### src/rtl/flash_op_pkg.sv
package flash_op_pkg;

  localparam logic [7:0] OP_CFG     = 8'h60;
  localparam logic [7:0] OP_CONFIRM = 8'hD0;
  localparam logic [7:0] OP_CLRSTAT = 8'h50;
  localparam logic [7:0] OP_PROG    = 8'h40;
  localparam logic [7:0] OP_ERASE   = 8'h20;
  localparam logic [7:0] OP_RDSTAT  = 8'h70;
  localparam logic [7:0] OP_SUSPEND = 8'hB0;
  localparam logic [7:0] OP_ARRAY   = 8'hFF;

  localparam int READY_BIT = 7;
  localparam int SUSP_BIT  = 6;

  typedef enum logic [3:0] {
    W_CFG, W_CONFIRM, W_CLRSTAT, W_PROG, W_ERASE,
    W_RDSTAT, W_SUSPEND, W_ARRAY, W_DATA
  } wordSel_e;

  typedef struct packed {
    logic     load;
    logic     wrEn;
    logic     rdEn;
    wordSel_e sel;
  } dpCtl_t;

endpackage

### src/rtl/flash_op_dp.sv
module flash_op_dp
  import flash_op_pkg::*;
#(
  parameter int ADDR_W = 16,
  parameter int DATA_W = 16
) (
  input  logic              clk,
  input  logic              rst_n,
  input  dpCtl_t            ctl,
  input  logic [ADDR_W-1:0] reqAddr,
  input  logic [DATA_W-1:0] reqData,
  input  logic [DATA_W-1:0] fRdData,
  output logic              conflict,
  output logic [ADDR_W-1:0] fAddr,
  output logic              fWrEn,
  output logic [DATA_W-1:0] fWrData,
  output logic              fRdEn
);

  localparam int PAD_W = DATA_W - 8;

  logic [ADDR_W-1:0] addrQ;
  logic [DATA_W-1:0] dataQ;
  logic [7:0]        opByte;

  always_ff @(posedge clk or negedge rst_n) begin
    if (!rst_n) begin
      addrQ <= '0;
      dataQ <= '0;
    end else if (ctl.load) begin
      addrQ <= reqAddr;
      dataQ <= reqData;
    end
  end

  always_comb begin
    case (ctl.sel)
      W_CFG:     opByte = OP_CFG;
      W_CONFIRM: opByte = OP_CONFIRM;
      W_CLRSTAT: opByte = OP_CLRSTAT;
      W_PROG:    opByte = OP_PROG;
      W_ERASE:   opByte = OP_ERASE;
      W_RDSTAT:  opByte = OP_RDSTAT;
      W_SUSPEND: opByte = OP_SUSPEND;
      default:   opByte = OP_ARRAY;
    endcase
  end

  assign fWrData  = (ctl.sel == W_DATA) ? dataQ : {{PAD_W{1'b0}}, opByte};
  assign fWrEn    = ctl.wrEn;
  assign fRdEn    = ctl.rdEn;
  assign fAddr    = addrQ;
  assign conflict = |(~fRdData & dataQ);

endmodule

### src/rtl/flash_op_ctrl.sv
module flash_op_ctrl
  import flash_op_pkg::*;
#(
  parameter bit UNLOCK_EN = 1'b1
) (
  input  logic   clk,
  input  logic   rst_n,
  input  logic   reqValid,
  input  logic   reqErase,
  input  logic   irqReq,
  input  logic   hostGrant,
  input  logic   statReady,
  input  logic   statSusp,
  input  logic   conflict,
  output dpCtl_t ctl,
  output logic   hostRun,
  output logic   busy,
  output logic   done,
  output logic   error
);

  typedef enum logic [4:0] {
    S_IDLE, S_CHECK, S_UNLK_A, S_UNLK_B, S_CLR, S_SETUP, S_ARG, S_RDST,
    S_POLL, S_SUSP, S_SUSP_RS, S_SUSP_POLL, S_PARK, S_HOLD, S_RESUME,
    S_RES_RS, S_FIN
  } state_e;

  localparam state_e FIRST_WR = UNLOCK_EN ? S_UNLK_A : S_CLR;

  state_e st, nxt;
  logic   eraseOp, irqQ, irqRise, finish, reject;

  assign irqRise = irqReq && !irqQ;

  always_comb begin
    nxt      = st;
    ctl.load = 1'b0;
    ctl.wrEn = 1'b0;
    ctl.rdEn = 1'b0;
    ctl.sel  = W_ARRAY;
    finish   = 1'b0;
    reject   = 1'b0;
    case (st)
      S_IDLE: if (reqValid) begin
        ctl.load = 1'b1;
        nxt = reqErase ? FIRST_WR : S_CHECK;
      end
      S_CHECK: begin
        ctl.rdEn = 1'b1;
        if (conflict) begin reject = 1'b1; nxt = S_IDLE; end
        else nxt = FIRST_WR;
      end
      S_UNLK_A: begin ctl.wrEn = 1'b1; ctl.sel = W_CFG;     nxt = S_UNLK_B; end
      S_UNLK_B: begin ctl.wrEn = 1'b1; ctl.sel = W_CONFIRM; nxt = S_CLR; end
      S_CLR:    begin ctl.wrEn = 1'b1; ctl.sel = W_CLRSTAT; nxt = S_SETUP; end
      S_SETUP: begin
        ctl.wrEn = 1'b1;
        ctl.sel  = eraseOp ? W_ERASE : W_PROG;
        nxt      = S_ARG;
      end
      S_ARG: begin
        ctl.wrEn = 1'b1;
        ctl.sel  = eraseOp ? W_CONFIRM : W_DATA;
        nxt      = eraseOp ? S_RDST : S_POLL;
      end
      S_RDST: begin ctl.wrEn = 1'b1; ctl.sel = W_RDSTAT; nxt = S_POLL; end
      S_POLL: begin
        ctl.rdEn = 1'b1;
        if (statReady) nxt = S_FIN;
        else if (eraseOp && irqRise) nxt = S_SUSP;
      end
      S_SUSP:    begin ctl.wrEn = 1'b1; ctl.sel = W_SUSPEND; nxt = S_SUSP_RS; end
      S_SUSP_RS: begin ctl.wrEn = 1'b1; ctl.sel = W_RDSTAT;  nxt = S_SUSP_POLL; end
      S_SUSP_POLL: begin
        ctl.rdEn = 1'b1;
        if (statReady) nxt = statSusp ? S_PARK : S_FIN;
      end
      S_PARK:   begin ctl.wrEn = 1'b1; ctl.sel = W_ARRAY;   nxt = S_HOLD; end
      S_HOLD:   if (hostGrant) nxt = S_RESUME;
      S_RESUME: begin ctl.wrEn = 1'b1; ctl.sel = W_CONFIRM; nxt = S_RES_RS; end
      S_RES_RS: begin ctl.wrEn = 1'b1; ctl.sel = W_RDSTAT;  nxt = S_POLL; end
      S_FIN: begin
        ctl.wrEn = 1'b1;
        ctl.sel  = W_ARRAY;
        finish   = 1'b1;
        nxt      = S_IDLE;
      end
      default: nxt = S_IDLE;
    endcase
  end

  always_ff @(posedge clk or negedge rst_n) begin
    if (!rst_n) begin
      st      <= S_IDLE;
      eraseOp <= 1'b0;
      irqQ    <= 1'b0;
      done    <= 1'b0;
      error   <= 1'b0;
    end else begin
      st    <= nxt;
      irqQ  <= irqReq;
      done  <= finish || reject;
      error <= reject;
      if (ctl.load) eraseOp <= reqErase;
    end
  end

  assign hostRun = (st == S_HOLD);
  assign busy    = (st != S_IDLE);

endmodule

### src/rtl/flash_op_seq.sv
module flash_op_seq
  import flash_op_pkg::*;
#(
  parameter int ADDR_W    = 16,
  parameter int DATA_W    = 16,
  parameter bit UNLOCK_EN = 1'b1
) (
  input  logic              clk,
  input  logic              rst_n,
  input  logic              reqValid,
  input  logic              reqErase,
  input  logic [ADDR_W-1:0] reqAddr,
  input  logic [DATA_W-1:0] reqData,
  input  logic              irqReq,
  input  logic              hostGrant,
  output logic              hostRun,
  output logic              busy,
  output logic              done,
  output logic              error,
  output logic [ADDR_W-1:0] fAddr,
  output logic              fWrEn,
  output logic [DATA_W-1:0] fWrData,
  output logic              fRdEn,
  input  logic [DATA_W-1:0] fRdData
);

  dpCtl_t ctl;
  logic   conflict;

  flash_op_ctrl #(.UNLOCK_EN(UNLOCK_EN)) u_ctrl (
    .clk(clk), .rst_n(rst_n), .reqValid(reqValid), .reqErase(reqErase),
    .irqReq(irqReq), .hostGrant(hostGrant),
    .statReady(fRdData[READY_BIT]), .statSusp(fRdData[SUSP_BIT]),
    .conflict(conflict), .ctl(ctl), .hostRun(hostRun), .busy(busy),
    .done(done), .error(error)
  );

  flash_op_dp #(.ADDR_W(ADDR_W), .DATA_W(DATA_W)) u_dp (
    .clk(clk), .rst_n(rst_n), .ctl(ctl), .reqAddr(reqAddr), .reqData(reqData),
    .fRdData(fRdData), .conflict(conflict), .fAddr(fAddr), .fWrEn(fWrEn),
    .fWrData(fWrData), .fRdEn(fRdEn)
  );

endmodule

### config.mk
export PLATFORM = sky130hd
export DESIGN_NAME = flash_op_seq
export DESIGN_NICKNAME = d
export VERILOG_FILES = /design/src/rtl/flash_op_pkg.sv /design/src/rtl/flash_op_dp.sv /design/src/rtl/flash_op_ctrl.sv /design/src/rtl/flash_op_seq.sv
export SDC_FILE = /design/constraint.sdc
export NUM_CORES = 1
export LEC_CHECK = 0
export ABC_AREA = 1
export BUFFER_PORTS_ARGS = -buffer_cell sky130_fd_sc_hd__buf_2
export CORE_ASPECT_RATIO = 1.2
export CORE_MARGIN = 2
export CORE_UTILIZATION = 49
export DETAILED_ROUTE_END_ITERATION = 8
export GPL_TIMING_DRIVEN = 0
export MAX_ROUTING_LAYER = met4
export PLACE_DENSITY = 0.76
export SYNTH_ARGS = -nofsm -noshare
export SYNTH_HDL_FRONTEND = slang
export SYNTH_SLANG_ARGS = --single-unit
### constraint.sdc
create_clock -name clk -period 2.29 [get_ports clk]
set_clock_uncertainty 0.2 [all_clocks]
set_input_delay 0.1145 -clock clk [delete_from_list [all_inputs] [get_ports clk]]
set_output_delay 0.1145 -clock clk [all_outputs]
set_load 0.1 [all_outputs]
==> results of run 1 <==
-- metrics by stage --
stage / cell area [um^2] / setup slack, ns / TNS (ns) / util [%] / hold WS [ns]
final: 3630 / 0.00583 / 0 / 78.4 / 0.0821
after floorplan: 2390 / -0.314 / -2.51 / - / -0.381
after detailed placement: 2920 / 0.104 / 0 / 63.0 / 0.0447
after CTS: 3450 / 0.00189 / 0 / 74.5 / 0.0851
after global placement: 2920 / 0.0723 / 0 / 63.0 / 0.0384
after global routing: 3630 / -0.0791 / -0.413 / 78.4 / 0.0905
-- kinds of logic (layout without fill, tap and decap cells) --
| logic type | Yosys count | after routing | share of synthesized area [%] |
|---|---|---|---|
| DFF | 41 | 41 | 43.2 |
| AOI/OAI and AO/OA | 30 | 30 | 8.38 |
| buffers and inverters | 47 | 191 | 9.17 |
| and+or+nand+nor | 138 | 139 | 26.1 |
| muxes | 22 | 22 | 13.1 |
-- registers in the layout (all words and copies together), names as in the netlist --
register	flops
u_ctrl.error	1
u_ctrl.eraseOp	1
u_ctrl.st	5
u_dp.fAddr	16
u_ctrl.done	1
u_dp.dataQ	16
u_ctrl.irqQ	1
-- worst min-delay path, delay by kind of cell --
kind,cells,cell delay (ns)
AND/OR/NAND/NOR,1,0.13
buffers and inverters,1,0.13
multiplexers,1,0.16
-- cell usage in the layout, fill, tap and decap left out --
master	Yosys	layout
nor2_1	41	33
dlygate4sd3_1	0	40
clkinv_2	0	1
buf_4	1	16
nand4_1	9	9
buf_6	5	9
dfrtp_2	0	3
mux2_2	5	5
inv_4	0	1
buf_12	0	4
inv_2	5	6
nand2_4	1	2
dfrtp_1	41	38
and2_1	1	1
nand3_2	2	4
nor2_2	4	5
a31oi_1	1	1
nand2_2	3	4
inv_1	35	33
a21oi_1	1	1
o21ai_2	1	3
a21oi_2	10	10
clkbuf_8	0	5
o21ai_0	13	11
nand3_1	12	10
buf_2	0	75
nand2_1	61	60
o21ai_1	1	1
o211ai_1	2	2
or2_1	1	1
clkbuf_1	1	1
mux2_4	17	17
nor2_4	3	10
o22ai_1	1	1
-- timing repair --
action                     CTS  global route
hold endpoints to repair    79             0
gates resized for setup     22            34
pin swaps                    0             2
hold buffers                40             0
setup endpoints to repair   17            15
gates cloned                 0             1
buffers inserted             0             7
-- final cells by class --
cell class	instances	area, um^2	area share, %
Sequential cell	41	1030	28.4
Timing Repair Buffer	138	1010	27.8
Clock buffer	5	68.8	1.90
Inverter	40	153	4.21
Buffer	7	71.3	1.97
Clock inverter	1	5.00	0.138
Multi-Input combinational cell	191	1220	33.6
Tap cell	58	72.6	2.00
-- how the worst max path moves through the flow --
stage	to	slack, ns	cells after the start	start
after floorplan	fWrData[10]	-0.31	7	u_ctrl.st[3]
after detailed placement	fWrData[5]	0.10	11	u_ctrl.st[2]
after global placement	fWrData[6]	0.07	11	u_ctrl.st[0]
after global routing	fWrData[6]	-0.08	11	u_ctrl.st[0]
final	fWrData[6]	0.006	11	u_ctrl.st[0]
after CTS	fWrData[12]	0.002	7	u_ctrl.st[4]
-- metal layers --
layer  share of wire [%]  wire, um  vias to the layer above  global-route usage [%]
li1                    -         -                     1169                       -
met1                  38      2750                     1170                    33.0
met2                  52      3710                      126                    44.1
met3                 6.9       499                       26                    6.72
met4                 3.4       244                        0                    10.0
met5                   0         0                        -                       -
==> qor.yml, run 1 <==
worst_setup_path:
  arrival_ns: 1.97
  worstSetupPathType: "register to output port"
  path_cells: "buf_12, nor2_4, nand3_1, nand2_2, nor2_4, nand2_2, nand2_1, nand2_1, nand2_1, inv_1, buf_12"
  crit_path_max_fanout: 5
  ff2ff_path_depth: 10
  worst-path-buf-inv: 3
  r2r-end: "u_ctrl.st[2]"
  cp-start-kind: "register"
  critPathMaxStageDelay_ns: 0.47
  critPathTopFamily: "simple AND/OR/NAND/NOR gates"
  required_ns: 1.98
  r2r_setup_slack_ns: 0.05
  endpoint_kind: "output port"
  crit_slowest_cell: "dfrtp_2"
  worstReg2RegStart: "u_ctrl.st[2]"
  crit_path_frequent_cell: "nand2_1"
finish:
  drive_above_1_share_pct: 42.6
  fin_cells: 481
  nNetsFinal: 478
  n_antenna_cell: 0
  areaGrowthSynthToFinish_pct: 52.7
  fillers: 271
synthesis:
  synth_top_area_share_pct: 43.2
  synth_commonest_cells: "nand2_1 (61), dfrtp_1 (41), nor2_1 (41)"
  ys_seq_area_share_pct: 43.2
  synth_ff_type: "dfrtp_1"
  synth_nets: 332
  synthArstFlopShare_pct: 100
  syn_avg_cell_area_um2: 8.54
  yosysMostFrequentCell: "nand2_1"
  synth-edff-count: 0
  yosys_warnings: 0
  ys_seq_elements: 41
  syn_inst: 278
  ys_top_cells_by_area: "dfrtp_1 (43%), mux2_4 (11%), nand2_1 (9.6%), nor2_1 (6.5%), inv_1 (5.5%)"
  ys_types: 27
  synth_area_um2: 2370
  yosys.area.top_type: "dfrtp_1"
routing:
  remaining_drc_errors: 0
  firstDrtPassIters: 6
  via_per_inst: 5.18
  routedWlPerCell_um: 15.0
  wirelength_um: 7210
  final_antenna_net_count: 0
  drtIter0Drc: 164
  routed-via-count: 2491
floorplan:
  rows: 27
  io_pins: 92
  die_area_um2: 5420
  initial_core_util_pct: 51.3
  dieHeight_um: 80.3
  die_w_um: 67.6
  core_um2: 4630
place:
  dp_hpwl_um: 4260
  placedCellCount: 427
  numPortBuffers: 91
  gp_congestion: 0.911
timing:
  slew_headroom_pct: 40.5
  post-route-period-util_pct: 99.7
  final_hold_viol_count: 0
  drv_slew: 0
  fin_crit_ns: 2.28
  tightest_slew_ns: 0.893
  setup_viol: 0
  max_freq_ghz: 0.438
hold_path:
  whs_path_depth: 3
  min_to: "u_dp.dataQ[1]"
  min-delay-start: "reqValid"
  hp-class: "primary input to register"
global_route:
  grt_pass1_wl_um: 11000
  first_global_vias: 2459
  antenna_found_initial: 0
  grt_max_degree: 42
  grt.total_usage_pct: 27.4
  overflow: 0
clock_tree:
  clkTransAtPathRegs_ns: 0.08
  clock_tree.root_cell: "clkbuf_8"
  htreeDepth: 2
  clkSinkCount: 41
  cts_buffers: 5
  worstSkewPairLatency_ns: 0.29
  cts_tree: "built"
  clock_path_buffers: 2
job:
  cap_violations: 0
outcome:
  status: "finished, final reports clean"
Power of run 1 is not shown: default switching activity piles up to over one toggle a cycle in this logic, so the estimate is an artifact.
==> run 2, diff against run 1 <==
--- a/config.mk
+++ b/config.mk
@@ -9,11 +9,12 @@
 export BUFFER_PORTS_ARGS = -buffer_cell sky130_fd_sc_hd__buf_2
 export CORE_ASPECT_RATIO = 1.2
 export CORE_MARGIN = 2
-export CORE_UTILIZATION = 49
+export CORE_UTILIZATION = 45
 export DETAILED_ROUTE_END_ITERATION = 8
 export GPL_TIMING_DRIVEN = 0
 export MAX_ROUTING_LAYER = met4
-export PLACE_DENSITY = 0.76
+export PLACE_DENSITY = 0.71
+export REMOVE_ABC_BUFFERS = 1
 export SYNTH_ARGS = -nofsm -noshare
 export SYNTH_HDL_FRONTEND = slang
 export SYNTH_SLANG_ARGS = --single-unit
==> run 2 against run 1 <==
  * Sequential share of layout area is 0.47 points higher
  * Final area is 1.4% lower
  * Global-route usage is 3.7 points lower
  * Flip-flop and latch count stayed put
  * Via count is 3.0% lower
  * Cell count is 0.42% lower
  * Maximum frequency is 1.8% higher
  * Die area is 8.4% higher
  * Largest cell class unchanged
  * Critical path type unchanged
  * Register-to-register slack better by 0.03 ns
  * Wire length is 4.2% lower
  * Clock-buffer cell count is 2 higher
==> qor.yml, run 2 (synthesized netlist as in run 1, its figures left out) <==
outcome:
  status: "finished, final reports clean"
timing:
  post-route-period-util_pct: 97.9
  max_freq_ghz: 0.446
  fin_crit_ns: 2.24
  rsz0062_at_grt: "true"
  tightest_slew_ns: 0.913
  finalSetupTns_ns: 0
  setup_ws_ns: 0.0472
  setup_viol: 0
  drv_slew: 0
  slew_headroom_pct: 39.2
  final_hold_viol_count: 0
worst_setup_path:
  arrival_ns: 1.93
  crit_path_max_fanout: 14
  required_ns: 1.98
  worstSetupPathType: "register to output port"
  ff2ff_path_depth: 9
  cp-start-kind: "register"
  endpoint_kind: "output port"
place:
  numPortBuffers: 91
  dp_hpwl_um: 4270
  dp_worst_setup_slack_ns: -0.0289
  gp_congestion: 0.955
clock_tree:
  clkSinkCount: 41
  cts_tree: "built"
  cts_buffers: 5
  htreeDepth: 2
  clock_tree.root_cell: "clkbuf_8"
  worstSkewPairLatency_ns: 0.28
  clock_path_buffers: 2
  clkTransAtPathRegs_ns: 0.08
routing:
  wirelength_um: 6910
  remaining_drc_errors: 0
  routed-via-count: 2416
  via_per_inst: 5.04
  final_antenna_net_count: 0
  drtIter0Drc: 191
  routedWlPerCell_um: 14.4
  firstDrtPassIters: 4
finish:
  areaGrowthSynthToFinish_pct: 50.6
  final_common_cell: "buf_2"
  fin_util_pct: 71.4
  nNetsFinal: 472
  drive_above_1_share_pct: 42.5
  n_antenna_cell: 0
  final_cell_mix: "buf_2 (79), nand2_1 (59), dlygate4sd3_1 (38)"
global_route:
  overflow: 0
  grt_max_degree: 45
  grt.total_usage_pct: 23.7
  antenna_found_initial: 0
  first_global_vias: 2440
  grt_pass1_wl_um: 11000
floorplan:
  rows: 28
  die_w_um: 70.3
  dieHeight_um: 83.6
  initial_core_util_pct: 47.4
  io_pins: 92
  die_area_um2: 5880
  core_um2: 5010
job:
  cap_violations: 0
hold_path:
  hp-class: "primary input to register"
  whs_path_depth: 5
==> run 2: cell count changes in the layout (fill, tap and decap cells not counted), moves of 2 or more <==
cell           delta
buf_6             -8
buf_2             +4
clkbuf_4          +4
buf_4             -3
dfrtp_1           -2
dfrtp_2           +2
dlygate4sd3_1     -2
o21ai_0           +2
o21ai_2           -2
==> run 2: path summary, 6_finish.rpt <==
| kind | slack, ns | endpoint | startpoint |
|---|---|---|---|
| setup / recovery | 0.05 | fWrData[7] | u_ctrl.st[1] |
| hold / removal | 0.04 | u_ctrl.st[3] | fRdData[6] |
| setup reg to reg | 0.08 | u_ctrl.st[4] | u_ctrl.st[3] |
| hold reg to reg | 0.31 | u_dp.fAddr[14] | u_dp.fAddr[14] |
| max in group asynchronous | 0.95 | u_ctrl.st[3] | rst_n |
| min in group asynchronous | 0.32 | u_dp.fAddr[14] | rst_n |
==> run 2: routing by layer <==
| layer | vias to the layer above | track usage [%] | routed length, um |
|---|---|---|---|
| li1 | 1164 | - | - |
| met1 | 1156 | 27.2 | 2730 |
| met2 | 84 | 43.1 | 3750 |
| met3 | 12 | 3.99 | 338 |
| met4 | 0 | 5.07 | 88 |
| met5 | - | - | 0 |
==> run 2: final cells by class <==
cell class,count,area [um^2]
clock buffer,7,86.3
clock inverter,1,30.0
fill,371,1430
inverter,40,153
multi-input combinational,191,1210
sequential,41,1030
tap,60,75.1
timing repair buffer,139,990
==> run 2: what timing repair did <==
item / in CTS / in global routing
hold endpoints to repair: 78 / 0
setup buffers: 0 / 10
setup endpoints to repair: 17 / 18
gates cloned: 0 / 1
resized for setup: 16 / 33
hold buffers: 38 / 0
pin swaps: 0 / 4
==> run 2: critical path: stages, from the launching register on <==
cell and delay [ns]:
dfrtp_2 0.45, inv_1 0.11, nor2_4 0.14, nand3_2 0.12, inv_2 0.12, nand2_8 0.10
inv_4 0.10, nand2_1 0.05, and2_1 0.14, nand3_1 0.12, buf_12 0.19
==> run 2: per-stage QoR <==
step                hold slack [ns]  cells  instance area (um^2)
floorplan                    -0.381    271                  2310
global placement             0.0402    422                  2840
detailed placement           0.0421    422                  2840
CTS                          0.0235    468                  3380
global route                 0.0542    479                  3580
finish                       0.0359    479                  3580
Power of run 2 is left out for the same reason.
